<file path="config.mk">
export PLATFORM = sky130hd
export DESIGN_NAME = piso_latched_shifter
export DESIGN_NICKNAME = d
export VERILOG_FILES = /design/src/rtl/piso_pkg.sv /design/src/rtl/piso_storage.sv /design/src/rtl/piso_shifter.sv /design/src/rtl/piso_out_drv.sv /design/src/rtl/piso_latched_shifter.sv
export SDC_FILE = /design/constraint.sdc
export NUM_CORES = 1
export LEC_CHECK = 0
export CAP_MARGIN = 20
export CORE_AREA = 2 2 39 41
export CTS_BUF_LIST = sky130_fd_sc_hd__clkbuf_8
export DETAILED_ROUTE_END_ITERATION = 8
export DIE_AREA = 0 0 41 43
export DONT_BUFFER_PORTS = 1
export SETUP_SLACK_MARGIN = 0.4
export SKIP_LAST_GASP = 1
export SLEW_MARGIN = 0
export SYNTH_ARGS = -nofsm -noshare
export SYNTH_HDL_FRONTEND = slang
export SYNTH_SLANG_ARGS = --single-unit
</file>
<file path="constraint.sdc">
create_clock -name clk -period 1.2 [get_ports clk]
set_input_delay 0.3 -clock clk [delete_from_list [all_inputs] [get_ports clk]]
set_output_delay 0.3 -clock clk [all_outputs]
set_load 0.05 [all_outputs]
</file>
<file path="src/rtl/piso_pkg.sv">
package piso_pkg;
    typedef enum logic [1:0] {
        ACT_HOLD   = 2'd0,
        ACT_SHIFT  = 2'd1,
        ACT_COPY   = 2'd2,
        ACT_DIRECT = 2'd3
    } act_e;
endpackage

</file>
<file path="src/rtl/piso_storage.sv">
module piso_storage #(
    parameter int W = 8
) (
    input  logic         clk,
    input  logic         rst_n,
    input  logic         latch_stb,
    input  logic [W-1:0] par_in,
    output logic [W-1:0] store_q
);
    always_ff @(posedge clk) begin
        if (!rst_n)
            store_q <= '0;
        else if (latch_stb)
            store_q <= par_in;
    end

    p_capture_r2: assert property (@(posedge clk) disable iff (!rst_n)
        latch_stb |=> store_q == $past(par_in));

    p_reset_store_r1: assert property (@(posedge clk)
        !rst_n |=> store_q == '0);
endmodule

</file>
<file path="src/rtl/piso_shifter.sv">
module piso_shifter
    import piso_pkg::*;
#(
    parameter int W = 8
) (
    input  logic         clk,
    input  logic         rst_n,
    input  logic         load_n,
    input  logic         latch_stb,
    input  logic         shift_stb,
    input  logic         ser_in,
    input  logic [W-1:0] par_in,
    input  logic [W-1:0] store_q,
    output logic [W-1:0] sh_q
);
    act_e act;

    // Action decode; the parallel path wins over a shift strobe.
    always_comb begin
        if (!load_n)
            act = latch_stb ? ACT_DIRECT : ACT_COPY;
        else
            act = shift_stb ? ACT_SHIFT : ACT_HOLD;
    end

    always_ff @(posedge clk) begin
        if (!rst_n) begin
            sh_q <= '0;
        end else begin
            unique case (act)
                ACT_HOLD:   sh_q <= sh_q;
                ACT_SHIFT:  sh_q <= {sh_q[W-2:0], ser_in};
                ACT_COPY:   sh_q <= store_q;
                ACT_DIRECT: sh_q <= par_in;
                default:    sh_q <= sh_q;
            endcase
        end
    end

    p_copy_r3: assert property (@(posedge clk) disable iff (!rst_n)
        (!load_n && !latch_stb) |=> sh_q == $past(store_q));

    p_direct_r4: assert property (@(posedge clk) disable iff (!rst_n)
        (!load_n && latch_stb) |=> sh_q == $past(par_in));

    p_shift_r5: assert property (@(posedge clk) disable iff (!rst_n)
        (load_n && shift_stb) |=> sh_q == {$past(sh_q[W-2:0]), $past(ser_in)});

    p_hold_r7: assert property (@(posedge clk) disable iff (!rst_n)
        (load_n && !shift_stb) |=> $stable(sh_q));

    p_reset_sh_r1: assert property (@(posedge clk)
        !rst_n |=> sh_q == '0);
endmodule

</file>
<file path="src/rtl/piso_out_drv.sv">
module piso_out_drv #(
    parameter int W = 8
) (
    input  logic [W-1:0] sh_q,
    input  logic         oe_n,
    output logic         ser_out,
    output logic         ser_oe
);
    always_comb begin
        ser_out = sh_q[W-1];
        ser_oe  = ~oe_n;
    end

    always_comb begin
        p_oe_r8: assert (ser_oe != oe_n);
    end
endmodule

</file>
<file path="src/rtl/piso_latched_shifter.sv">
module piso_latched_shifter #(
    parameter int W = 8
) (
    input  logic         clk,
    input  logic         rst_n,
    input  logic [W-1:0] par_in,
    input  logic         ser_in,
    input  logic         latch_stb,
    input  logic         shift_stb,
    input  logic         load_n,
    input  logic         oe_n,
    output logic         ser_out,
    output logic         ser_oe
);
    logic [W-1:0] store_q;
    logic [W-1:0] sh_q;

    piso_storage #(.W(W)) u_store (
        .clk       (clk),
        .rst_n     (rst_n),
        .latch_stb (latch_stb),
        .par_in    (par_in),
        .store_q   (store_q)
    );

    piso_shifter #(.W(W)) u_shift (
        .clk       (clk),
        .rst_n     (rst_n),
        .load_n    (load_n),
        .latch_stb (latch_stb),
        .shift_stb (shift_stb),
        .ser_in    (ser_in),
        .par_in    (par_in),
        .store_q   (store_q),
        .sh_q      (sh_q)
    );

    piso_out_drv #(.W(W)) u_out (
        .sh_q    (sh_q),
        .oe_n    (oe_n),
        .ser_out (ser_out),
        .ser_oe  (ser_oe)
    );

    // a shift strobe during a parallel copy must not move the data.
    p_load_priority_r6: assert property (@(posedge clk) disable iff (!rst_n)
        (!load_n && shift_stb && !latch_stb) |=> sh_q == $past(store_q));
endmodule

</file>
==> results.toml, run 1 <==
[timing]
hold_viol_final = 0
relSlewSlack = 0.817
fin_crit_ns = 0.976
fin_skew_ns = 0.00229
hold_slack_ns = 0.189
finalMaxSlewViolations = 0
clock.fmax_mhz = 1020
tightest_slew_ns = 0.273
timing.setup.tns_ns = 0
setup_viol = 0
rsz0062_at_grt = "yes"
fin_crit_sh = 0.813

[clock_tree]
worstSkewPairLatency_ns = 0.24
htreeDepth = 1
clock_sinks = 16
root_buffer = "clkbuf_8"
clock_path_buffers = 2
cts_tree = "built"
clk_pin_slew_ns = 0.06
numCtsBuffers = 3

[yosys]
ys_seq_area_frac = 0.516
netlist_instances = 54
synth-seq-cells = 16
syn_area_per_cell_um2 = 11.5
ys_top_cells_by_area = "dfxtp_1 (52%), mux2i_1 (26%), nor2b_1 (8.1%), o22ai_1 (8.1%), buf_6 (1.8%)"
netlist.area_leader.share = 0.516
synth.distinct_cells = 10
yosysWarnings = 0
syn_nets = 69
yosys.area.top_type = "dfxtp_1"
synth.cell_area_um2 = 621

[critical_path]
critPathMaxFanout = 2
end_kind = "output pin"
crit_required_ns = 0.90
startpoint_type = "flop"
path_class = "reg2out"
rr_worst_depth = 2
arrival_ns = 0.68
cp_num_cells = 0

[cells_and_area]
final_nets = 71
antenna-diode-count = 0
drive_gt1_frac = 0.111
multi_input_area_um2 = 273
layout_commonest_cell = "mux2i_1"
nFillCells = 136
register_area_um2 = 324
area_growth_pct = 7.26
final_cell_mix = "mux2i_1 (16), dfxtp_1 (15), nor2b_1 (8), o22ai_1 (8), clkbuf_8 (3)"
fin_util = 0.481

[detailed_routing]
wire_per_inst_um = 14.9
vias = 380
drtAntennaViolNets = 0
drtIter0Drc = 8
viasPerCell = 5.43
finalWirelength_um = 1050
drc = 0
first_pass_iters = 4

[global_route]
grt_pass1_vias = 399
grt_max_degree = 11
antenna_found_initial = 0
overflow = 0
grt_pass1_wl_um = 1700
grt_usage = 0.145

[die]
pin_count = 17
start_util = 0.448
rows = 14
die_x_um = 41
die_h_um = 43
dieArea_um2 = 1760
fp.coreArea_um2 = 1380

[job]
maxCapViolations = 0

[pwr]
p_total_w = 0.00104
peakVddDrop_v = 0.000752
p_per_area_nw_per_um2 = 1560
p_leak_nw = 0.271

[placement]
port-buffer-count = 0
place.gp.congestion = 0.674

[worst_hold_path]
min_path_type = "in2reg"
whs_path_depth = 1

[status]
status = "complete, no violations"
area by class of cell:
type / count / area share
Clock buffer: 3 / 0.0620
Inverter: 1 / 0.0113
Multi-Input combinational cell: 34 / 0.410
Sequential cell: 16 / 0.487
Tap cell: 16 / 0.0301
final timing paths:
kind	start	endpoint	slack, ns
worst max-delay path	u_shift.sh_q[7]$_SDFFE_PN0P_	ser_out	0.22
worst min-delay path	rst_n	u_store.store_q[5]$_SDFFE_PN0P_	0.19
worst max register to register	u_shift.sh_q[7]$_SDFFE_PN0P_	u_shift.sh_q[7]$_SDFFE_PN0P_	0.47
worst min register to register	u_store.store_q[5]$_SDFFE_PN0P_	u_store.store_q[5]$_SDFFE_PN0P_	0.51
power breakdown:
group	internal, W	total [W]	switching, W
Sequential	0.000563	0.000582	0.0000190
Combinational	0.0000436	0.0000810	0.0000375
Clock	0.000222	0.000377	0.000155
stage by stage:
stage | cell area [um2] | setup slack [ns] | cells
detailed placement | 622 | 0.383 | 67
global route | 666 | 0.207 | 70
global placement | 622 | 0.390 | 67
CTS | 666 | 0.216 | 70
floorplan | 644 | 0.382 | 54
finish | 666 | 0.224 | 70
synthesized netlist by cell type (all sizes together):
cell	number
o22ai	8
nand2	1
inv	1
buf	3
dfxtp	16
nor2b	8
nand2b	1
mux2i	16
sequential cells by signal, indices dropped and copies added (netlist names):
register and count:
u_shift.sh_q 8, u_store.store_q 8
cell families after synthesis:
logic type,Yosys count,share of synthesized area
DFF,16,0.516
and+or+nand+nor,10,0.101
buffers and inverters,4,0.0443
AOI/OAI and AO/OA,8,0.0806
muxes,16,0.258
metal layers:
| metal | vias to the layer above | GRT usage | share of wire |
|---|---|---|---|
| li1 | 192 | - | - |
| met1 | 175 | 0.189 | 0.44 |
| met2 | 11 | 0.209 | 0.47 |
| met3 | 2 | 0.0366 | 0.080 |
| met4 | 0 | 0.0800 | 0.0038 |
| met5 | - | 0 | 0 |
repair_timing:
item / 4_1_cts / 5_1_grt
resized for setup: 1 / 0
pin swaps: 0 / 1
hold buffers: 0 / 0
endpoints found under the setup margin: 3 / 3
buffers inserted: 0 / 0
Power figures use the tool's default switching activity.
==> run 2: changes to the inputs <==
Clock period 1.2 ns to 1 ns, I/O delays scaled along.
==> run 2 against run 1 <==
Non-clock buffer count unchanged. Largest power group unchanged. Critical path depth unchanged. First-iteration DRC count shrank 75%. Worst setup slack worse by 0.15 ns. Final area is 11% higher. Clock-buffer cell count increased by 1. Sequential power rose by 21%. Routed wire length increased by 10%. Worst hold slack got worse by 0.049 ns. Register-to-register slack got worse by 0.22 ns. Core utilization is 5.1 points higher. Flip-flop and latch count stayed put.
==> results.toml, run 2 (synthesized netlist as in run 1, its figures left out) <==
[die]
dieArea_um2 = 1760
die_h_um = 43
start_util = 0.448
die_x_um = 41
pin_count = 17
rows = 14
fp.coreArea_um2 = 1380

[detailed_routing]
vias = 389
first_pass_iters = 2
wire_per_inst_um = 16.3
viasPerCell = 5.48
drtAntennaViolNets = 0
drtIter0Drc = 2
drc = 0
finalWirelength_um = 1160

[clock_tree]
clock_sinks = 16
cts_tree = "built"
clk_pin_slew_ns = 0.06
root_buffer = "clkbuf_8"
cts_hold_buf = 0
worstSkewPairLatency_ns = 0.24
htreeDepth = 1
numCtsBuffers = 3
clock_path_buffers = 2

[cells_and_area]
area_growth_pct = 18.5
antenna-diode-count = 0
drive_gt1_frac = 0.309
final_cell_mix = "mux2i_1 (11), dfxtp_1 (11), nor2b_1 (8)"
stdcell_area_um2 = 736
largest_registers = "u_shift.sh_q: 8 flops, u_store.store_q: 8 flops"
final_nets = 71

[job]
maxCapViolations = 0

[critical_path]
crit_required_ns = 0.75
critPathMaxFanout = 2
arrival_ns = 0.68
path_class = "reg2out"
startpoint_type = "flop"
end_kind = "output pin"

[placement]
placed_area_um2 = 624
port-buffer-count = 0
dpl.hpwl_um = 925
place.gp.congestion = 0.619

[timing]
setup_viol = 0
timing.setup.tns_ns = 0
clock.fmax_mhz = 1080
fin_crit_sh = 0.930
finalMaxSlewViolations = 0
rsz0062_at_grt = "yes"
fin_crit_ns = 0.930
fin_skew_ns = 0.00423
hold_viol_final = 0
relSlewSlack = 0.820
tightest_slew_ns = 0.269

[pwr]
peakVddDrop_v = 0.000860
p_leak_nw = 0.275
p_total_w = 0.00137
p_per_area_nw_per_um2 = 1870

[global_route]
grt_max_degree = 11
grt_pass1_wl_um = 1770
antenna_found_initial = 0
grt_pass1_vias = 429
overflow = 0
grt_usage = 0.155

[worst_hold_path]
min_path_type = "in2reg"

[status]
status = "complete, no violations"
==> run 2: metrics by stage <==
stage / setup WS (ns) / std cells / hold WS (ns) / util
2_1_floorplan: 0.232 / 54 / 0.378 / -
3_5_place_dp: 0.216 / 67 / 0.389 / 0.451
5_1_grt: 0.0484 / 71 / 0.133 / 0.532
3_3_place_gp: 0.270 / 67 / 0.385 / 0.451
6_report: 0.0701 / 71 / 0.140 / 0.532
4_1_cts: 0.0608 / 71 / 0.137 / 0.504
==> run 2: worst paths after layout <==
kind	from	end	slack, ns	cells after the start
min	rst_n	u_store.store_q[4]$_SDFFE_PN0P_	0.14	1
max	u_shift.sh_q[7]$_SDFFE_PN0P_	ser_out	0.07	0
max reg2reg	u_shift.sh_q[7]$_SDFFE_PN0P_	u_shift.sh_q[7]$_SDFFE_PN0P_	0.25	2
min reg2reg	u_store.store_q[7]$_SDFFE_PN0P_	u_store.store_q[7]$_SDFFE_PN0P_	0.53	2
==> run 2: layer usage <==
| layer | up-vias | track usage | share of wire |
|---|---|---|---|
| met5 | - | 0 | 0 |
| met4 | 0 | 0.0600 | 0 |
| met3 | 0 | 0.0314 | 0.054 |
| met2 | 10 | 0.281 | 0.58 |
| met1 | 187 | 0.159 | 0.37 |
| li1 | 192 | - | - |
==> run 2: power breakdown <==
part           switching (W)  leakage, nW  internal [W]
Clock               0.000198       0.0288      0.000348
Sequential         0.0000283        0.134      0.000678
Combinational      0.0000497        0.112     0.0000707
Total               0.000276        0.275       0.00110
==> run 2: cell type report <==
type | instances | area, um2
flip-flops and latches | 16 | 329
multi-input cells | 34 | 324
inverters | 1 | 7.51
fillers | 120 | 648
well taps | 16 | 20.0
clock buffers | 4 | 55.1
==> run 2: timing repair <==
action | CTS | global route
gates resized for setup | 4 | 9
setup endpoints to repair | 18 | 18
buffers inserted | 0 | 0
pin swaps | 2 | 2
==> run 3: changes to the inputs <==
==> constraint.sdc (replaced) <==
create_clock -name clk -period 1 [get_ports clk]
set_input_delay 0.2 -clock clk [delete_from_list [all_inputs] [get_ports clk]]
set_output_delay 0.2 -clock clk [all_outputs]
set_load 0.05 [all_outputs]
==> run 3 against run 2 <==
Sequential power barely moved. Sequential share of layout area up 0.57 points. Combinational power decreased by 3%. Critical path depth is the same. Fmax is 5.3% higher. Worst hold slack worse by 0.057 ns. Routed wire length is 6.2% lower. Largest cell class unchanged.
==> results.toml, run 3 (synthesized netlist as in run 1, its figures left out) <==
[critical_path]
r2r_slack_ns = 0.26
startpoint_type = "flop"
rr_endpoint = "u_shift.sh_q[7]$_SDFFE_PN0P_"
critPathMaxFanout = 2
arrival_ns = 0.68
cp_num_cells = 0
crit_required_ns = 0.80
rr_worst_depth = 2
end_kind = "output pin"
path_class = "reg2out"
timing.rr.start = "u_shift.sh_q[7]$_SDFFE_PN0P_"

[die]
rows = 14
start_util = 0.448
die_x_um = 41
fp.coreArea_um2 = 1380
pin_count = 17
dieArea_um2 = 1760
die_h_um = 43

[timing]
tightest_slew_ns = 0.263
rsz0062_at_grt = "yes"
setup_viol = 0
relSlewSlack = 0.825
fin_crit_sh = 0.883
timing.setup.tns_ns = 0
clock.fmax_mhz = 1130
fin_skew_ns = 0.00291
fin_crit_ns = 0.883
finalMaxSlewViolations = 0
hold_viol_final = 0

[detailed_routing]
first_pass_iters = 4
wire_per_inst_um = 15.3
drtIter0Drc = 7
viasPerCell = 5.63
vias = 400
finalWirelength_um = 1080
drc = 0
drtAntennaViolNets = 0

[worst_hold_path]
worstHoldStart = "rst_n"
whs_path_depth = 1
min_path_type = "in2reg"
holdPathEnd = "u_store.store_q[2]$_SDFFE_PN0P_"

[job]
maxCapViolations = 0

[clock_tree]
root_buffer = "clkbuf_8"
clock_sinks = 16
numCtsBuffers = 3
clock_path_buffers = 2
cts_tree = "built"
htreeDepth = 1
postCtsSetupBuffers = 0
clk_pin_slew_ns = 0.06
cts_hold_buf = 0
worstSkewPairLatency_ns = 0.24

[global_route]
overflow = 0
grt_max_degree = 11
grt_usage = 0.150
grt_pass1_wl_um = 1680
grt_pass1_vias = 416
antenna_found_initial = 0

[cells_and_area]
fin_util = 0.529
antenna-diode-count = 0
final_nets = 71
final_cell_mix = "mux2i_1 (11), dfxtp_1 (9), nor2b_1 (8), o22ai_1 (8), dfxtp_2 (6)"
largest_registers = "u_shift.sh_q: 8 flops, u_store.store_q: 8 flops"
layout_commonest_cell = "mux2i_1"
area_growth_pct = 17.9
drive_gt1_frac = 0.327

[status]
status = "complete, no violations"

[placement]
port-buffer-count = 0
place.gp.congestion = 0.614
dpl.hpwl_um = 883

[pwr]
p_leak_nw = 0.274
peakVddDrop_v = 0.00101
p_per_area_nw_per_um2 = 1880
## run 3: metal layers
layer	track usage	routed length, um
met5	0	0
met4	0.100	21
met2	0.247	589
met3	0.0366	66
met1	0.157	405
## run 3: how the worst max path moves through the flow
stage	from	end	slack, ns
CTS	u_shift.sh_q[7]$_SDFFE_PN0P_	ser_out	0.11
floorplan	latch_stb	u_shift.sh_q[0]$_SDFFE_PN0P_	0.28
finish	u_shift.sh_q[7]$_SDFFE_PN0P_	ser_out	0.12
global placement	u_shift.sh_q[7]$_SDFFE_PN0P_	u_shift.sh_q[7]$_SDFFE_PN0P_	0.27
global route	u_shift.sh_q[7]$_SDFFE_PN0P_	ser_out	0.09
detailed placement	u_store.store_q[5]$_SDFFE_PN0P_	u_shift.sh_q[5]$_SDFFE_PN0P_	0.25
## run 3: what timing repair did
action | 4_1_cts | 5_1_grt
resized for setup | 4 | 10
endpoints found under the setup margin | 18 | 18
pin swaps | 3 | 2
cloned | 0 | 0
## run 3: metrics by stage
step / setup WS [ns] / hold WS, ns / power, W / cell area (um2) / instances
floorplan: 0.282 / 0.328 / 0.000822 / 647 / 54
global placement: 0.270 / 0.335 / 0.000806 / 624 / 67
detailed placement: 0.252 / 0.336 / 0.000815 / 624 / 67
CTS: 0.106 / 0.0790 / 0.00138 / 697 / 71
global route: 0.0940 / 0.0770 / 0.00143 / 732 / 71
finish: 0.117 / 0.0834 / 0.00137 / 732 / 71
## run 3: area by class of cell
class | count | area [um2]
multi-input combinational | 34 | 318
fill | 122 | 652
sequential | 16 | 332
tap | 16 | 20.0
clock buffer | 4 | 55.1
inverter | 1 | 7.51
## run 3: power breakdown
part	switching, W	internal (W)
registers	0.0000275	0.000679
logic	0.0000471	0.0000693
clock network	0.000202	0.000349
total	0.000276	0.00110
